## src/rtl/irq_ctrl_pkg.sv

```systemverilog
package irq_ctrl_pkg;
  typedef enum logic [1:0] {
    REG_PEND = 2'd0,
    REG_EN   = 2'd1,
    REG_LVL  = 2'd2,
    REG_CTRL = 2'd3
  } reg_sel_e;

  localparam int CTRL_GIE = 0;
  localparam int CTRL_ISR_LO = 1;
  localparam int CTRL_ISR_HI = 2;
endpackage

```

## src/rtl/irq_edge_sync.sv

```systemverilog
module irq_edge_sync #(
  parameter int N = 8
) (
  input  logic         clk_i,
  input  logic         rst_ni,
  input  logic [N-1:0] req_i,
  output logic [N-1:0] edge_o
);
  for (genvar g = 0; g < N; g++) begin : g_src
    logic s1_q, s2_q, s3_q;
    always_ff @(posedge clk_i or negedge rst_ni) begin
      if (!rst_ni) begin
        s1_q <= 1'b0;
        s2_q <= 1'b0;
        s3_q <= 1'b0;
      end else begin
        s1_q <= req_i[g];
        s2_q <= s1_q;
        s3_q <= s2_q;
      end
    end
    assign edge_o[g] = s2_q & ~s3_q;
  end
endmodule

```

## src/rtl/irq_pend_bank.sv

```systemverilog
module irq_pend_bank #(
  parameter int N = 8
) (
  input  logic         clk_i,
  input  logic         rst_ni,
  input  logic [N-1:0] set_i,
  input  logic [N-1:0] clr_i,
  output logic [N-1:0] pend_o
);
  logic [N-1:0] pend_q;

  // set beats clear so no event is dropped
  always_ff @(posedge clk_i or negedge rst_ni) begin
    if (!rst_ni) pend_q <= '0;
    else         pend_q <= (pend_q & ~clr_i) | set_i;
  end

  assign pend_o = pend_q;
endmodule

```

## src/rtl/irq_pick.sv

```systemverilog
module irq_pick #(
  parameter int N    = 8,
  parameter int IdxW = 3
) (
  input  logic [N-1:0]    pend_i,
  input  logic [N-1:0]    en_i,
  input  logic [N-1:0]    lvl_i,
  output logic            valid_o,
  output logic            hi_o,
  output logic [IdxW-1:0] idx_o
);
  logic [N-1:0]    elig_hi, elig_lo;
  logic [IdxW-1:0] idx_hi, idx_lo;

  assign elig_hi = pend_i & en_i & lvl_i;
  assign elig_lo = pend_i & en_i & ~lvl_i;

  always_comb begin
    idx_hi = '0;
    idx_lo = '0;
    for (int i = N - 1; i >= 0; i--) begin
      if (elig_hi[i]) idx_hi = IdxW'(i);
      if (elig_lo[i]) idx_lo = IdxW'(i);
    end
  end

  assign hi_o    = |elig_hi;
  assign valid_o = |elig_hi | |elig_lo;
  assign idx_o   = hi_o ? idx_hi : idx_lo;
endmodule

```

## src/rtl/irq_vec_ctrl.sv

```systemverilog
module irq_vec_ctrl
  import irq_ctrl_pkg::*;
#(
  parameter int N = 8
) (
  input  logic                               clk_i,
  input  logic                               rst_ni,
  input  logic [N-1:0]                       req_i,
  input  logic                               wr_en_i,
  input  logic [1:0]                         wr_addr_i,
  input  logic [N-1:0]                       wr_data_i,
  input  logic [1:0]                         rd_addr_i,
  output logic [N-1:0]                       rd_data_o,
  output logic                               irq_o,
  output logic [((N > 1) ? $clog2(N) : 1)-1:0] vec_o,
  input  logic                               ack_i,
  input  logic                               reti_i
);
  localparam int IdxW = (N > 1) ? $clog2(N) : 1;

  logic [N-1:0]    edge_w, pend_q, clr_w, ack_clr;
  logic [N-1:0]    en_q, lvl_q;
  logic            gie_q, isr_lo_q, isr_hi_q;
  logic            irq_q, grp_q;
  logic [IdxW-1:0] vec_q;
  logic            cand_valid, cand_hi;
  logic [IdxW-1:0] cand_idx;
  logic            take, acked, wr_pend, wr_en_reg, wr_lvl, wr_ctrl;

  irq_edge_sync #(.N(N)) sync_i (
    .clk_i (clk_i),
    .rst_ni(rst_ni),
    .req_i (req_i),
    .edge_o(edge_w)
  );

  assign acked = irq_q & ack_i;

  always_comb begin
    ack_clr = '0;
    if (acked) ack_clr[vec_q] = 1'b1;
  end

  assign wr_pend   = wr_en_i && (wr_addr_i == REG_PEND);
  assign wr_en_reg = wr_en_i && (wr_addr_i == REG_EN);
  assign wr_lvl    = wr_en_i && (wr_addr_i == REG_LVL);
  assign wr_ctrl   = wr_en_i && (wr_addr_i == REG_CTRL);
  assign clr_w     = ack_clr | (wr_pend ? wr_data_i : '0);

  irq_pend_bank #(.N(N)) pend_i (
    .clk_i (clk_i),
    .rst_ni(rst_ni),
    .set_i (edge_w),
    .clr_i (clr_w),
    .pend_o(pend_q)
  );

  irq_pick #(.N(N), .IdxW(IdxW)) pick_i (
    .pend_i (pend_q),
    .en_i   (en_q),
    .lvl_i  (lvl_q),
    .valid_o(cand_valid),
    .hi_o   (cand_hi),
    .idx_o  (cand_idx)
  );

  // idle service, or high group over a low handler
  assign take = gie_q && cand_valid && !irq_q &&
                ((!isr_lo_q && !isr_hi_q) || (cand_hi && isr_lo_q && !isr_hi_q));

  always_ff @(posedge clk_i or negedge rst_ni) begin
    if (!rst_ni) begin
      en_q  <= '0;
      lvl_q <= '0;
    end else begin
      if (wr_en_reg) en_q  <= wr_data_i;
      if (wr_lvl)    lvl_q <= wr_data_i;
    end
  end

  always_ff @(posedge clk_i or negedge rst_ni) begin
    if (!rst_ni) begin
      irq_q <= 1'b0;
      vec_q <= '0;
      grp_q <= 1'b0;
    end else if (take) begin
      irq_q <= 1'b1;
      vec_q <= cand_idx;
      grp_q <= cand_hi;
    end else if (acked) begin
      irq_q <= 1'b0;
    end
  end

  always_ff @(posedge clk_i or negedge rst_ni) begin
    if (!rst_ni) begin
      gie_q    <= 1'b0;
      isr_lo_q <= 1'b0;
      isr_hi_q <= 1'b0;
    end else begin
      if (acked) begin
        gie_q <= 1'b0;
        if (grp_q) isr_hi_q <= 1'b1;
        else       isr_lo_q <= 1'b1;
      end else if (reti_i) begin
        gie_q <= 1'b1;
        if (isr_hi_q) isr_hi_q <= 1'b0;
        else          isr_lo_q <= 1'b0;
      end else if (wr_ctrl) begin
        gie_q <= wr_data_i[CTRL_GIE];
      end
    end
  end

  always_comb begin
    rd_data_o = '0;
    unique case (rd_addr_i)
      REG_PEND: rd_data_o = pend_q;
      REG_EN:   rd_data_o = en_q;
      REG_LVL:  rd_data_o = lvl_q;
      default: begin
        rd_data_o[CTRL_GIE]    = gie_q;
        rd_data_o[CTRL_ISR_LO] = isr_lo_q;
        rd_data_o[CTRL_ISR_HI] = isr_hi_q;
      end
    endcase
  end

  assign irq_o = irq_q;
  assign vec_o = vec_q;
endmodule

```

## config.mk

```make
export PLATFORM = sky130hd
export DESIGN_NAME = irq_vec_ctrl
export DESIGN_NICKNAME = d
export VERILOG_FILES = /design/src/rtl/irq_ctrl_pkg.sv /design/src/rtl/irq_edge_sync.sv /design/src/rtl/irq_pend_bank.sv /design/src/rtl/irq_pick.sv /design/src/rtl/irq_vec_ctrl.sv
export SDC_FILE = /design/constraint.sdc
export NUM_CORES = 1
export LEC_CHECK = 0
export BUFFER_PORTS_ARGS = -buffer_cell sky130_fd_sc_hd__buf_2
export CELL_PAD_IN_SITES_DETAIL_PLACEMENT = 1
export CELL_PAD_IN_SITES_GLOBAL_PLACEMENT = 2
export CORE_AREA = 4 4 80 90
export DETAILED_ROUTE_END_ITERATION = 7
export DIE_AREA = 0 0 84 94
export GPL_TIMING_DRIVEN = 0
export PLACE_DENSITY_LB_ADDON = 0.1
export SKIP_CTS_REPAIR_TIMING = 1
export SLEW_MARGIN = 20
export SYNTH_ARGS = -nofsm -noshare
export SYNTH_HDL_FRONTEND = slang
export SYNTH_SLANG_ARGS = --single-unit
```

## constraint.sdc

```tcl
create_clock -name clk_i -period 2.5 [get_ports clk_i]
set_input_delay 0.25 -clock clk_i [delete_from_list [all_inputs] [get_ports clk_i]]
set_output_delay 0.25 -clock clk_i [all_outputs]
set_load 0.02 [all_outputs]
```

==> flow_metrics.env <==
export IMPL_violations="hold timing"
export IMPL_final_layout_size_suffix_gt1_share_pct=32.50
export IMPL_power_leakage_nw=1.256
export IMPL_ios=37
export IMPL_final_nets=264
export IMPL_cts_root_buf="clkbuf_8"
export IMPL_gp_congestion=0.9018
export IMPL_routed_via_count=1721
export IMPL_die_height_um=94
export IMPL_tns_ps=0
export IMPL_num_antenna_cells=0
export IMPL_power_density_mw_per_mm2=934.3
export IMPL_fmaxAchievable_mhz=576.8
export IMPL_dp_worst_setup_slack_ps=767.7
export IMPL_p_sw_share_pct=37.11
export IMPL_synth_edff_count=0
export IMPL_routed_wl_mm=5.658
export IMPL_synth_top_area_cell="dfrtp_1"
export IMPL_seq_power_share_pct=48.9
export IMPL_htreeDepth=2
export IMPL_cts_buffers=5
export IMPL_cp_required_ps=2710
export IMPL_critPathTopFamily="simple AND/OR/NAND/NOR gates"
export IMPL_slowest_delay_ps=470
export IMPL_worstMarginPinSlew_ps=704.8
export IMPL_rsz0062_at_grt="false"
export IMPL_path_cells="nand3_1, nand4_1, o21ai_1, and2_4, mux2_4"
export IMPL_drv_cap=0
export IMPL_finalCritPeriodShare_pct=69.35
export IMPL_grt_ovfl_total=0
export IMPL_die_w_um=84
export IMPL_arrival_ps=1940
export IMPL_top_usage_layer="met2"
export IMPL_die_area_mm2=0.007896
export IMPL_cpMaxStageDelayCell="dfrtp_1"
export IMPL_p_int_w=0.001654
export IMPL_setup_viol=0
export IMPL_crit_fanout=6
export IMPL_path_buf_inv=0
export IMPL_timing_final_hold_violations=28
export IMPL_cts_tree="done"
export IMPL_antenna_found_initial=0
export IMPL_power_frac_comb_pct=31.4
export IMPL_wl_per_cell_um=17.57
export IMPL_synth_top_area_share_pct=57.29
export IMPL_grt_max_degree=57
export IMPL_portBuffers=34
export IMPL_area_growth_pct=15.09
export IMPL_clock_power_share_pct=19.8
export IMPL_synth_ff_type="dfrtp_1"
export IMPL_outcome="finished with violations"
export IMPL_via_per_inst=5.345
export IMPL_finalPower_w=0.002630
export IMPL_grt_pass1_vias=1900
export IMPL_stdcell_area_mm2=0.002815
export IMPL_period_minus_slack_ps=1734
export IMPL_grtUsageTotal_pct=15.39
export IMPL_yosys_warnings=0
export IMPL_critPathCaptureType="flip-flop"
export IMPL_syn_nets=223
export IMPL_drt_iter0_markers=54
export IMPL_first_pass_iters=4
export IMPL_final_antenna_net_count=0
export IMPL_slew_headroom_pct=53.01
export IMPL_holdWs_ps=-17.48
export IMPL_async_flop_share_pct=100.0
export IMPL_clockBufferDepth=2
export IMPL_clock_skew_ps=7.881
export IMPL_syn_area_per_cell_um2=12.35
export IMPL_crit_type="flip-flop to flip-flop"
export IMPL_peakVddDrop_v=0.0003932
export IMPL_drv_slew=0
export IMPL_worst_hold_path_type="input port to async pin"
export IMPL_grt_pass1_wl_mm=9.439
export IMPL_grtUsageMet1_pct=19.07
export IMPL_synth_most_common_cell="dfrtp_1"
export IMPL_yosysSeqAreaShare_pct=57.29
export IMPL_power_switching_w=0.0009762
export IMPL_initial_core_util_pct=38.45
export IMPL_drcViolationCount=0
export IMPL_core_area_mm2=0.006361
export IMPL_synth_area_mm2=0.002446
export IMPL_synthCells=198
export IMPL_cts_sinks=56
export IMPL_fill_cells=701
export IMPL_layout_setup_ws_ps=766.3
export IMPL_synth_cell_types=40
export IMPL_dpl_cell_area_mm2=0.002721
export IMPL_clk_pin_slew_worst_paths_ps=110
export IMPL_start_kind="flip-flop"
export IMPL_rows=31
export IMPL_synth_commonest_cells="dfrtp_1, nand2_1, o21ai_0"
export IMPL_synth_seq_cells=56
export IMPL_dp_hpwl_mm=4.320
export IMPL_insertion_delay_ps=310
export IMPL_grt_met3_usage_pct=2.632
export IMPL_grt_util_met2_pct=26.99
export IMPL_netlist_top_cells_area="dfrtp_1, mux2_2, nand2_1, o21ai_0, mux4_2"
-- state kept, by name, summed over array words and instances, names as in the netlist, 3 cells and up --
register and flops:
en_q 8, lvl_q 8, pend_i.pend_o 8, sync_i.g_src.s1_q 8, sync_i.g_src.s2_q 8, sync_i.g_src.s3_q 8, vec_o 3
-- metrics by stage --
step	util, %	cells
floorplan	-	198
CTS	44.26	322
finish	44.26	322
global route	44.26	322
global placement	42.74	314
detailed placement	42.78	314
-- metal layers --
| layer | vias to the layer above | part of all wire (%) |
|---|---|---|
| li1 | 811 | - |
| met2 | 33 | 52 |
| met1 | 869 | 43 |
| met4 | 0 | 1.6 |
| met3 | 8 | 3.0 |
| met5 | - | 0 |
-- path summary, 6_finish.rpt --
check / startpoint / endpoint / slack, ps / depth (start not counted)
max: pend_i.pend_o[6] / vec_o[0] / 770 / 5
min: rst_ni / grp_q / -20 / 1
max reg2reg: pend_i.pend_o[6] / vec_o[0] / 770 / 5
min reg2reg: sync_i.g_src[5].s1_q / sync_i.g_src[5].s2_q / 360 / 0
max in group asynchronous: rst_ni / pend_i.pend_o[6] / 2050 / 1
min in group clk_i: req_i[3] / sync_i.g_src[3].s1_q / 40 / 1
-- kinds of logic (layout without fill, tap and decap cells) --
family / Yosys count / after routing / share of synthesized area [%]
and+or+nand+nor: 63 / 63 / 15.35
muxes: 26 / 26 / 13.25
buffers and inverters: 12 / 54 / 1.892
DFF: 56 / 56 / 57.29
AOI/OAI and AO/OA: 41 / 41 / 12.23
-- placed cells by master (no fill, tap or decap), drive strengths merged --
cell,synthesis,layout
clkbuf,1,6
nor4,1,1
and3,3,3
mux2i,5,5
o21ai,20,20
nand4,4,4
and3b,1,1
inv,10,12
o41ai,1,1
a311oi,1,1
mux2,18,18
o22ai,1,1
o32ai,1,1
clkinv,0,1
and2,1,1
nand2b,3,3
dfrtp,56,56
nor2,1,1
nand3,12,12
nor2b,1,1
nor3b,4,4
a21oi,2,2
mux4,3,3
a32o,1,1
nand3b,7,7
o311ai,5,5
a311o,1,1
buf,1,35
a31oi,2,2
o21a,1,1
o21bai,1,1
o211ai,4,4
nand2,25,25
-- power groups by stage --
stage	Combinational, W	Sequential [W]	Clock (W)
after global routing	0.000910	0.00132	0.000588
after floorplan	0.000578	0.00126	0
after global placement	0.000807	0.00128	0
final	0.000825	0.00128	0.000520
after detailed placement	0.000830	0.00130	0
after CTS	0.000834	0.00128	0.000550
-- final cells by class --
cell class              instances  area [um2]  area share [%]
plain buffers                   2       8.758          0.3111
flip-flops and latches         56        1401           49.78
well taps                      82       102.6           3.644
inverters                      10       37.54           1.333
clock inverters                 3       25.02          0.8889
clock buffers                   5       68.82           2.444
repair buffers                 34       172.7           6.133
multi-input cells             130       998.5           35.47
(Power assumes the default switching activity.)
